<file path="src/rtl/sharer_pkg.sv">
// Package: shared limits and helpers for the sharer tracker.
// Assumes no more than PEER_LIMIT private caches per line.
package sharer_pkg;
    localparam int PEER_LIMIT = 64;

    // Count set bits of a peer bitmap padded to PEER_LIMIT.
    function automatic int unsigned count_bits(input logic [PEER_LIMIT-1:0] v);
        int unsigned n;
        n = 0;
        for (int i = 0; i < PEER_LIMIT; i++) begin
            n += int'(v[i]);
        end
        return n;
    endfunction
endpackage

</file>
<file path="src/rtl/sharer_set.sv">
// Module: sharer_set
// Holds the sharer bitmap and the exclusive owner ID.
// Update priority: owner marking > (clear, then remove, then add).
module sharer_set #(
    parameter int N   = 8,
    parameter int IDW = $clog2(N)
) (
    input  logic           clk,
    input  logic           rst_n,
    input  logic           add_en,
    input  logic [IDW-1:0] add_id,
    input  logic           rem_en,
    input  logic [IDW-1:0] rem_id,
    input  logic           clr_en,
    input  logic           own_en,
    input  logic [IDW-1:0] own_id,
    output logic [N-1:0]   sharers,
    output logic [IDW-1:0] owner
);
    logic [N-1:0] nxt;

    // Next bitmap from the update strobes in priority order.
    always_comb begin
        nxt = sharers;
        if (clr_en) nxt = '0;
        if (rem_en) nxt[rem_id] = 1'b0;
        if (add_en) nxt[add_id] = 1'b1;
        if (own_en) begin
            nxt = '0;
            nxt[own_id] = 1'b1;
        end
    end

    // Register the bitmap and the owner ID.
    always_ff @(posedge clk) begin
        if (!rst_n) begin
            sharers <= '0;
            owner   <= '0;
        end else begin
            sharers <= nxt;
            if (own_en) owner <= own_id;
        end
    end
endmodule

</file>
<file path="src/rtl/ack_calc.sv">
// Module: ack_calc
// Combinational: sharer population, signed reply ack counts and the
// invalidation mask for the current requester.
module ack_calc #(
    parameter int N    = 8,
    parameter int IDW  = $clog2(N),
    parameter int CNTW = $clog2(N + 1),
    localparam int ACKW = CNTW + 1
) (
    input  logic [N-1:0]   sharers,
    input  logic [IDW-1:0] req_id,
    output logic [CNTW-1:0] pop,
    output logic [ACKW-1:0] reply_acks,
    output logic [ACKW-1:0] upg_acks,
    output logic [N-1:0]   inv_mask
);
    import sharer_pkg::*;

    logic [PEER_LIMIT-1:0] padded;
    logic                  req_is_sh;

    // Population count of the sharer set.
    always_comb begin
        padded         = '0;
        padded[N-1:0]  = sharers;
        pop            = CNTW'(count_bits(padded));
    end

    // Reply counts: negative population, requester excluded where it applies.
    always_comb begin
        req_is_sh  = sharers[req_id];
        reply_acks = ACKW'(0) - ACKW'(pop) + ACKW'(req_is_sh);
        upg_acks   = ACKW'(1) - ACKW'(pop);
        inv_mask   = sharers;
        inv_mask[req_id] = 1'b0;
    end
endmodule

</file>
<file path="src/rtl/pend_counter.sv">
// Module: pend_counter
// Pending acknowledgement counter for an eviction. Loads from the sharer
// count, subtracts carried counts, saturates at zero with a sticky error.
module pend_counter #(
    parameter int CNTW = 4
) (
    input  logic            clk,
    input  logic            rst_n,
    input  logic            alloc_en,
    input  logic [CNTW-1:0] pop,
    input  logic            ack_en,
    input  logic [CNTW-1:0] ack_cnt,
    output logic            acks_done,
    output logic            pend_err
);
    logic [CNTW-1:0] pend;
    logic            take_ack;

    // An ack counts only when no load is in progress.
    always_comb begin
        take_ack  = ack_en && !alloc_en;
        acks_done = take_ack && (ack_cnt == pend);
    end

    // Load, subtract with saturation, and keep the error flag.
    always_ff @(posedge clk) begin
        if (!rst_n) begin
            pend     <= '0;
            pend_err <= 1'b0;
        end else if (alloc_en) begin
            pend     <= pop;
            pend_err <= 1'b0;
        end else if (take_ack) begin
            if (ack_cnt > pend) begin
                pend     <= '0;
                pend_err <= 1'b1;
            end else begin
                pend <= pend - ack_cnt;
            end
        end
    end
endmodule

</file>
<file path="src/rtl/sharer_tracker.sv">
// Module: sharer_tracker (top)
// Sharer bitmap, owner, reply ack counts, invalidation mask and the
// eviction ack counter for one line. Inputs are single-cycle strobes.
module sharer_tracker #(
    parameter int N    = 8,
    localparam int IDW  = $clog2(N),
    localparam int CNTW = $clog2(N + 1),
    localparam int ACKW = CNTW + 1
) (
    input  logic            clk,
    input  logic            rst_n,
    input  logic            add_en,
    input  logic [IDW-1:0]  add_id,
    input  logic            rem_en,
    input  logic [IDW-1:0]  rem_id,
    input  logic            clr_en,
    input  logic            own_en,
    input  logic [IDW-1:0]  own_id,
    input  logic [IDW-1:0]  req_id,
    input  logic            alloc_en,
    input  logic            ack_en,
    input  logic [CNTW-1:0] ack_cnt,
    output logic [N-1:0]    sharers,
    output logic [IDW-1:0]  owner,
    output logic [ACKW-1:0] reply_acks,
    output logic [ACKW-1:0] upg_acks,
    output logic [N-1:0]    inv_mask,
    output logic            acks_done,
    output logic            pend_err
);
    logic [CNTW-1:0] pop;

    sharer_set #(.N(N), .IDW(IDW)) u_set (
        .clk(clk), .rst_n(rst_n),
        .add_en(add_en), .add_id(add_id),
        .rem_en(rem_en), .rem_id(rem_id),
        .clr_en(clr_en),
        .own_en(own_en), .own_id(own_id),
        .sharers(sharers), .owner(owner)
    );

    ack_calc #(.N(N), .IDW(IDW), .CNTW(CNTW)) u_calc (
        .sharers(sharers), .req_id(req_id), .pop(pop),
        .reply_acks(reply_acks), .upg_acks(upg_acks), .inv_mask(inv_mask)
    );

    pend_counter #(.CNTW(CNTW)) u_pend (
        .clk(clk), .rst_n(rst_n),
        .alloc_en(alloc_en), .pop(pop),
        .ack_en(ack_en), .ack_cnt(ack_cnt),
        .acks_done(acks_done), .pend_err(pend_err)
    );
endmodule

</file>
<file path="config.mk">
export PLATFORM = sky130hd
export DESIGN_NAME = sharer_tracker
export DESIGN_NICKNAME = d
export VERILOG_FILES = /design/src/rtl/sharer_pkg.sv /design/src/rtl/sharer_set.sv /design/src/rtl/ack_calc.sv /design/src/rtl/pend_counter.sv /design/src/rtl/sharer_tracker.sv
export SDC_FILE = /design/constraint.sdc
export NUM_CORES = 1
export LEC_CHECK = 0
export ABC_CLOCK_PERIOD_IN_PS = 4100
export BUFFER_PORTS_ARGS = -buffer_cell sky130_fd_sc_hd__buf_4
export CAP_MARGIN = 40
export CORE_MARGIN = 2
export CORE_UTILIZATION = 43
export DETAILED_ROUTE_END_ITERATION = 8
export PLACE_DENSITY = 0.79
export REMOVE_ABC_BUFFERS = 1
export SKIP_LAST_GASP = 1
export SYNTH_ARGS = -nofsm -noshare
export SYNTH_HDL_FRONTEND = slang
export SYNTH_SLANG_ARGS = --single-unit
</file>
<file path="constraint.sdc">
create_clock -name clk -period 4.1 [get_ports clk]
set_input_delay 0.82 -clock clk [delete_from_list [all_inputs] [get_ports clk]]
set_output_delay 0.82 -clock clk [all_outputs]
set_load 0.01 [all_outputs]
</file>
==> results of run 1 <==
[timing repair]
item                                    CTS  global route
endpoints found under the setup margin    4             6
hold endpoints to repair                  0             0
buffers inserted                          2             1
resized for setup                        11             2
pin swaps                                 0             0
[worst min-delay path, delay by kind of cell, from the launching register on]
| family | cells | cell delay [ns] |
|---|---|---|
| AND/OR/NAND/NOR | 1 | 0.06 |
| AO/OA/AOI/OAI | 1 | 0.07 |
| flip-flops | 1 | 0.32 |
[layout make-up]
| type | count | area, um^2 |
|---|---|---|
| fillers | 293 | 1100 |
| inverters | 25 | 96.3 |
| clock buffers | 4 | 36.3 |
| flip-flops and latches | 16 | 323 |
| well taps | 44 | 55.1 |
| multi-input cells | 126 | 988 |
| repair buffers | 60 | 454 |
[worst max path at each step]
stage / endpoint / slack (ns)
floorplan: reply_acks[3] / 0.10
global placement: reply_acks[3] / 0.13
detailed placement: reply_acks[3] / 0.09
CTS: reply_acks[3] / -0.06
global route: reply_acks[3] / -0.17
finish: reply_acks[3] / -0.04
[power by group]
group	switching, mW	internal [mW]
clock	0.0497	0.0540
combinational	0.117	0.131
sequential	0.00634	0.164
[cell families (layout without fill, tap and decap cells)]
family,Yosys count,count (layout),share of synthesized area [%]
simple gates,58,58,22.4
compound gates,44,44,22.0
buf+inv,30,89,8.32
flops,16,16,23.1
fa+ha+maj,15,15,16.3
xor+xnor,5,5,3.16
mux,4,4,4.70
[cell usage in the layout, fill, tap and decap left out, types with 4 or more instances in the layout]
| cell | n |
|---|---|
| buf_4 | 59 |
| inv_1 | 23 |
| nand2_1 | 14 |
| dfxtp_1 | 14 |
| nor2_1 | 12 |
| nand2b_1 | 11 |
| a21oi_1 | 11 |
| ha_1 | 8 |
| and2_1 | 5 |
| xnor2_1 | 4 |
| o21ai_0 | 4 |
[metrics by stage]
stage          setup TNS [ns]  instances  cell area (um^2)  setup WS [ns]
6_report              -0.0447        275              1950        -0.0423
5_1_grt                -0.483        275              1950         -0.171
4_1_cts               -0.0648        274              1940        -0.0638
3_5_place_dp                0        268              1850         0.0934
3_3_place_gp                0        268              1850          0.129
2_1_floorplan               0        167              1360          0.101
[sequential cells by signal, indices dropped and copies added, names as in the netlist]
| register | count |
|---|---|
| u_set.owner | 3 |
| u_pend.pend | 4 |
| u_pend.pend_err | 1 |
| u_set.sharers | 8 |
[routing by layer]
metal / wire [um] / global-route usage [%] / up-vias
met5: 0 / 0 / -
li1: - / - / 708
met2: 1530 / 32.1 / 41
met1: 1640 / 27.6 / 614
met4: 19 / 4.66 / 0
met3: 135 / 1.49 / 2
==> flow_summary.ini, run 1 <==
[sta]
layout_setup_ws_ns = -0.0423
hold_violations = 0
slew_viol_final = 0
post-route-min-period_ns = 4.14
post-route-period-util_pct = 101
finalHoldWorstSlack_ns = 0.488
worstMarginPinSlew_ns = 0.274
setup_viol = 2
fmax_mhz = 241
rsz0062_at_grt = true
max_slew_margin_pct = 81.6
finClkSkew_ns = 0.00192

[synth]
yosysWarningCount = 0
yosysMostFrequentCell = inv_1
syn_area_um2 = 1380
synthCells = 172
netlist_top_cells_area = dfxtp_1 (23%), ha_1 (9.0%), fa_1 (7.2%), inv_1 (6.8%), nand2b_1 (5.4%)
syn_avg_cell_area_um2 = 8.05
synth_top_area_share_pct = 23.1
synth-edff-count = 0
synthTopCellsByCount = inv_1 (25), dfxtp_1 (16), nand2_1 (14)
synth_top_cell_by_area = dfxtp_1
synth_seq_area_share_pct = 23.1
ys_types = 37
synth-seq-cells = 16
synth-async-reset-ratio_pct = 0
synth-main-ff-cell = dfxtp_1

[detailed_routing]
drt_iter0_drc = 51
via_per_inst = 4.96
drc = 0
dr.pass1.iters = 4
wl_per_cell_um = 12.1
via_count = 1365
drtAntennaViolNets = 0
drt-total-wl_um = 3330

[min_path]
hold_end = u_set.owner[1]
min_path_cells = 2
hold_class = reg2reg
hp-start = u_set.owner[1]

[global_route]
first_global_vias = 1209
grt.overflow.total = 0
grt_usage_pct = 19.4
grt_antenna_before_repair = 0
grt_pass1_wl_um = 5440
grt_max_degree = 18

[critical_path]
rrSetupSlack_ns = 0.97
crit_family = adder cells
arrival_ns = 3.32
path_cells = ha_4, inv_2, fa_1, fa_1, fa_2, fa_2, nand2b_4, and2_4, inv_4, ha_4, nand2_1, xnor2_1, buf_4
crit_type = reg2out
r2r_end = u_pend.pend[2]
reg2reg_depth = 12
cp_num_cells = 13
crit_path_top_delay_cell = fa_1
end_kind = output port
max_stage_delay_ns = 0.48
cp.required_ns = 3.28
rr_startpoint = u_set.sharers[1]
start_kind = flip-flop
startpoint = u_set.sharers[1]
worst-path-max-fanout = 2
critPathBufInv = 3

[place]
io_buffers = 54
place_congestion = 0.857
dpl.hpwl_um = 2660

[die]
die_w_um = 60.7
die-height_um = 60.7
start_util_pct = 45.3
io_pins = 55
rows = 20
die_area_um2 = 3690
coreArea_um2 = 3050

[clocking]
cts-root-buf = clkbuf_4
cts_max_level = 1
cts_tree = built
clkTransAtPathRegs_ns = 0.10
clkLatencyLatePin_ns = 0.28
cts_buffers = 3
cts_buffer_depth = 2
holdBufCountCts = 0
cts.sinks = 16

[job]
cap_violations = 0

[outcome]
outcome = finished, violations left
violations = negative setup slack

[final_layout]
diodes = 0
final_util_pct = 64.0
fin_nets = 271
drive_above_1_share_pct = 34.2
areaGrowthSynthToFinish_pct = 41.1

[pwr]
peakVddDrop_mv = 0.237
p_total_mw = 0.523
p_leak_nw = 0.987
power_density_nw_per_um2 = 268
(Power assumes the default switching activity.)
==> run 2, diff against run 1 <==
Settings changed: CORE_UTILIZATION 43 to 48, MAX_ROUTING_LAYER set to met4, PLACE_DENSITY 0.79 to 0.86.
==> flow_summary.ini, run 2 (same netlist as run 1, synthesis figures left out) <==
[final_layout]
largest_reg_flops = 8
layout_commonest_cell = buf_4
top_register = u_set.sharers
fin_nets = 269
fin_area_um2 = 1920
instances_no_fill = 260
drive_above_1_share_pct = 34.1
diodes = 0
reg.largest.list = u_set.sharers x8, u_pend.pend x4, u_set.owner x3
most-common-layout-cells = buf_4 (57), inv_1 (23), nand2_1 (14), dfxtp_1 (14), nor2_1 (12)
areaGrowthSynthToFinish_pct = 39.1

[die]
rows = 19
coreArea_um2 = 2760
io_pins = 55
start_util_pct = 50.2
die_w_um = 57.7
die_area_um2 = 3330
die-height_um = 57.7

[pwr]
power_density_nw_per_um2 = 271
p_total_mw = 0.521
peakVddDrop_mv = 0.230
p_leak_nw = 0.976

[sta]
slew_viol_final = 0
worstMarginPinSlew_ns = 0.282
setup_viol = 3
layout_setup_ws_ns = -0.0740
hold_violations = 0
post-route-period-util_pct = 102
fmax_mhz = 240
rsz0062_at_grt = true
finClkSkew_ns = 0.000857
post-route-min-period_ns = 4.17
max_slew_margin_pct = 80.9

[detailed_routing]
drtAntennaViolNets = 0
via_count = 1397
drc = 0
via_per_inst = 5.37
drt_iter0_drc = 63
drt-total-wl_um = 3420
wl_per_cell_um = 13.2
dr.pass1.iters = 4

[critical_path]
start_kind = flip-flop
crit_path_top_delay_cell = fa_1
end_kind = output port
cp_num_cells = 13
reg2reg_depth = 12
path_cells = ha_4, inv_2, fa_1, fa_1, fa_2, fa_2, nand2b_4, and2_4, inv_4, ha_4, nand2_1, xnor2_1, buf_4
cp.required_ns = 3.28
max_stage_delay_ns = 0.48
rrSetupSlack_ns = 0.94
arrival_ns = 3.35
crit_type = reg2out
critPathBufInv = 3
worst-path-max-fanout = 2
crit_family = adder cells

[clocking]
cts_max_level = 1
cts.sinks = 16
cts-root-buf = clkbuf_4
holdBufCountCts = 0
clkTransAtPathRegs_ns = 0.09
cts_buffers = 3
cts_tree = built
cts_buffer_depth = 2
clkLatencyLatePin_ns = 0.27

[global_route]
gr-usage-met1_pct = 28.6
grt_antenna_before_repair = 0
grt.busiest_layer = met2
grt_use_met2_pct = 36.4
grt_usage_pct = 21.6
grt_max_degree = 18
first_global_vias = 1298
grt_pass1_wl_um = 5630
met3_usage_pct = 1.34
grt.overflow.total = 0

[job]
cap_violations = 0

[min_path]
hold_class = reg2reg
min_path_cells = 2

[place]
place_congestion = 0.845
placed_area_um2 = 1830
dpl.hpwl_um = 2670
placedCellCount = 255
io_buffers = 54

[outcome]
outcome = finished, violations left
violations = negative setup slack
## run 2: where the power goes
| group | switching, mW | internal, mW |
|---|---|---|
| combinational | 0.121 | 0.131 |
| clock | 0.0455 | 0.0539 |
| sequential | 0.00624 | 0.164 |
## run 2: area by class of cell
cell class | count | area [um^2]
timing repair buffer | 58 | 439
sequential | 16 | 323
inverter | 25 | 96.3
fill | 222 | 833
multi-input combinational | 126 | 991
clock buffer | 4 | 36.3
tap | 31 | 38.8
## run 2: worst paths after layout
| kind | start | endpoint |
|---|---|---|
| worst max-delay path | u_set.sharers[1] | reply_acks[3] |
| worst min-delay path | u_set.owner[1] | u_set.owner[1] |
| worst max register to register | u_set.sharers[1] | u_pend.pend[2] |
| worst min register to register | u_set.owner[1] | u_set.owner[1] |
## run 2: timing repair
action / 4_1_cts / 5_1_grt
endpoints found under the setup margin: 6 / 7
setup buffers: 0 / 1
resized for setup: 11 / 3
## run 2: worst min-delay path, stage by stage (launching register included)
cell      delay, ns
dfxtp_1        0.32
nand2b_1       0.06
a21boi_0       0.07
## run 2: metal layers
| layer | wire, um | up-vias |
|---|---|---|
| met1 | 1510 | 624 |
| li1 | - | 710 |
| met5 | 0 | - |
| met2 | 1670 | 59 |
| met3 | 204 | 4 |
| met4 | 38 | 0 |
## run 2: metrics by stage
step | util [%] | setup WS [ns] | hold WS (ns) | TNS (ns)
global route | 69.8 | -0.186 | 0.531 | -0.540
detailed placement | 66.3 | 0.0475 | 0.472 | 0
CTS | 69.2 | -0.0666 | 0.487 | -0.0714
finish | 69.8 | -0.0740 | 0.484 | -0.127
global placement | 66.3 | 0.137 | 0.468 | 0
floorplan | - | 0.101 | 0.500 | 0
==> run 3, diff against run 2 <==
==> constraint.sdc (replaced) <==
create_clock -name clk -period 4.1 [get_ports clk]
set_input_delay 0 -clock clk [delete_from_list [all_inputs] [get_ports clk]]
set_output_delay 0 -clock clk [all_outputs]
set_load 0.01 [all_outputs]
==> flow_summary.ini, run 3 (same netlist as run 1, synthesis figures left out) <==
[critical_path]
rrSetupSlack_ns = 0.87
max_stage_delay_ns = 0.46
r2r_end = u_pend.pend[2]
path_cells = ha_1, inv_1, fa_1, fa_1, fa_1, fa_1, nand2b_1, and2_1, inv_1, ha_1, nand2_1, xnor2_1, buf_4
startpoint = u_set.sharers[1]
rr_startpoint = u_set.sharers[1]
worst-path-max-fanout = 5
crit_type = reg2out
cpMostUsedCell = fa_1
cp.required_ns = 4.10
arrival_ns = 3.62
crit_path_top_delay_cell = fa_1
reg2reg_depth = 11
crit_path_end = reply_acks[3]
end_kind = output port
start_kind = flip-flop

[global_route]
first_global_vias = 1364
grt.overflow.total = 0
grt_pass1_wl_um = 5870
grt_max_degree = 18
grt_antenna_before_repair = 0
grt_usage_pct = 22.7

[sta]
slew_viol_final = 0
setup_viol = 0
tns_ns = 0
worstMarginPinSlew_ns = 0.275
finClkSkew_ns = 0.00771
post-route-period-util_pct = 88.3
hold_violations = 0
fmax_mhz = 276
max_slew_margin_pct = 81.5
rsz0062_at_grt = false
post-route-min-period_ns = 3.62

[place]
placedCellCount = 252
io_buffers = 54
place_congestion = 0.929
dpl.hpwl_um = 2710

[die]
rows = 19
die_area_um2 = 3330
start_util_pct = 50.2
coreArea_um2 = 2760
io_pins = 55
die-height_um = 57.7
die_w_um = 57.7

[detailed_routing]
via_per_inst = 5.28
dr.pass1.iters = 4
via_count = 1356
drc = 0
wl_per_cell_um = 12.9
drt_iter0_drc = 49
drtAntennaViolNets = 0
drt-total-wl_um = 3320

[final_layout]
drive_above_1_share_pct = 27.9
diodes = 0
fin_nets = 266
instances_no_fill = 257
layout_commonest_cell = buf_4
top_register = u_set.sharers
largest_reg_flops = 8
areaGrowthSynthToFinish_pct = 33.9
reg.largest.list = u_set.sharers x8, u_pend.pend x4, u_set.owner x3
most-common-layout-cells = buf_4 (54), inv_1 (25), dfxtp_1 (16)

[pwr]
power.switching_mw = 0.172
p_int_mw = 0.338
switching_share_pct = 33.7
p_leak_nw = 0.947
power_frac_seq_pct = 33.5
clock_power_share_pct = 21.1
peakVddDrop_mv = 0.230
power_frac_comb_pct = 45.4
power_density_nw_per_um2 = 275

[min_path]
hold_class = in2reg

[clocking]
clkLatencyLatePin_ns = 0.29
post_cts_buffers = 0
cts_tree = built
cts_buffer_depth = 2
cts-root-buf = clkbuf_4
cts-resized-gates = 0
clkTransAtPathRegs_ns = 0.10
cts.sinks = 16
cts_max_level = 1
cts_buffers = 3

[job]
cap_violations = 0

[outcome]
outcome = complete, no violations
==> run 3: power groups by stage <==
stage	clock network, mW	registers (mW)	logic [mW]
6_report	0.108	0.171	0.232
5_1_grt	0.122	0.172	0.260
4_1_cts	0.111	0.171	0.235
3_5_place_dp	0	0.174	0.233
3_3_place_gp	0	0.174	0.230
2_1_floorplan	0	0.175	0.122
==> run 3: stage by stage <==
stage / power (mW) / hold WS, ns / worst slack, ns / utilization (%) / area [um^2]
after floorplan: 0.297 / 0.0761 / 0.921 / - / 1360
after global placement: 0.404 / 0.268 / 0.877 / 65.5 / 1810
after detailed placement: 0.407 / 0.264 / 0.798 / 65.5 / 1810
after CTS: 0.516 / 0.00522 / 0.462 / 67.2 / 1850
after global routing: 0.554 / 0.00186 / 0.280 / 67.2 / 1850
final: 0.510 / 0.0103 / 0.479 / 67.2 / 1850
==> run 3: timing repair <==
action | CTS | global route
hold buffers | 1 | 0
endpoints found under the setup margin | 0 | 0
hold endpoints to repair | 1 | 0
==> run 3: worst min-delay path by stage <==
| stage | startpoint | to | slack, ns | cells after the start |
|---|---|---|---|---|
| floorplan | alloc_en | u_pend.pend_err | 0.08 | 1 |
| global placement | alloc_en | u_pend.pend_err | 0.27 | 2 |
| detailed placement | alloc_en | u_pend.pend_err | 0.26 | 2 |
| CTS | rst_n | u_set.sharers[4] | 0.005 | 2 |
| global route | rst_n | u_set.sharers[1] | 0.002 | 2 |
| finish | rst_n | u_set.sharers[4] | 0.01 | 2 |
==> run 3: layer usage <==
metal	share of wire (%)	track usage [%]
met5	0	-
met4	1.0	8.64
met3	5.6	2.01
met2	48	37.0
met1	46	29.4
==> run 3: critical path, delay by kind of cell (launching register included) <==
family | cells | cell delay, ns
AND/OR/NAND/NOR | 3 | 0.39
flip-flops | 1 | 0.42
buffers and inverters | 3 | 0.27
XOR/XNOR | 1 | 0.13
adder cells (fa/ha/maj) | 6 | 2.13
==> run 3: area by class of cell <==
class                           count  area [um^2]
Inverter                           25         93.8
Timing Repair Buffer               55          415
Sequential cell                    16          320
Clock buffer                        4         36.3
Multi-Input combinational cell    126          948
Tap cell                           31         38.8
Fill cell                         240          905
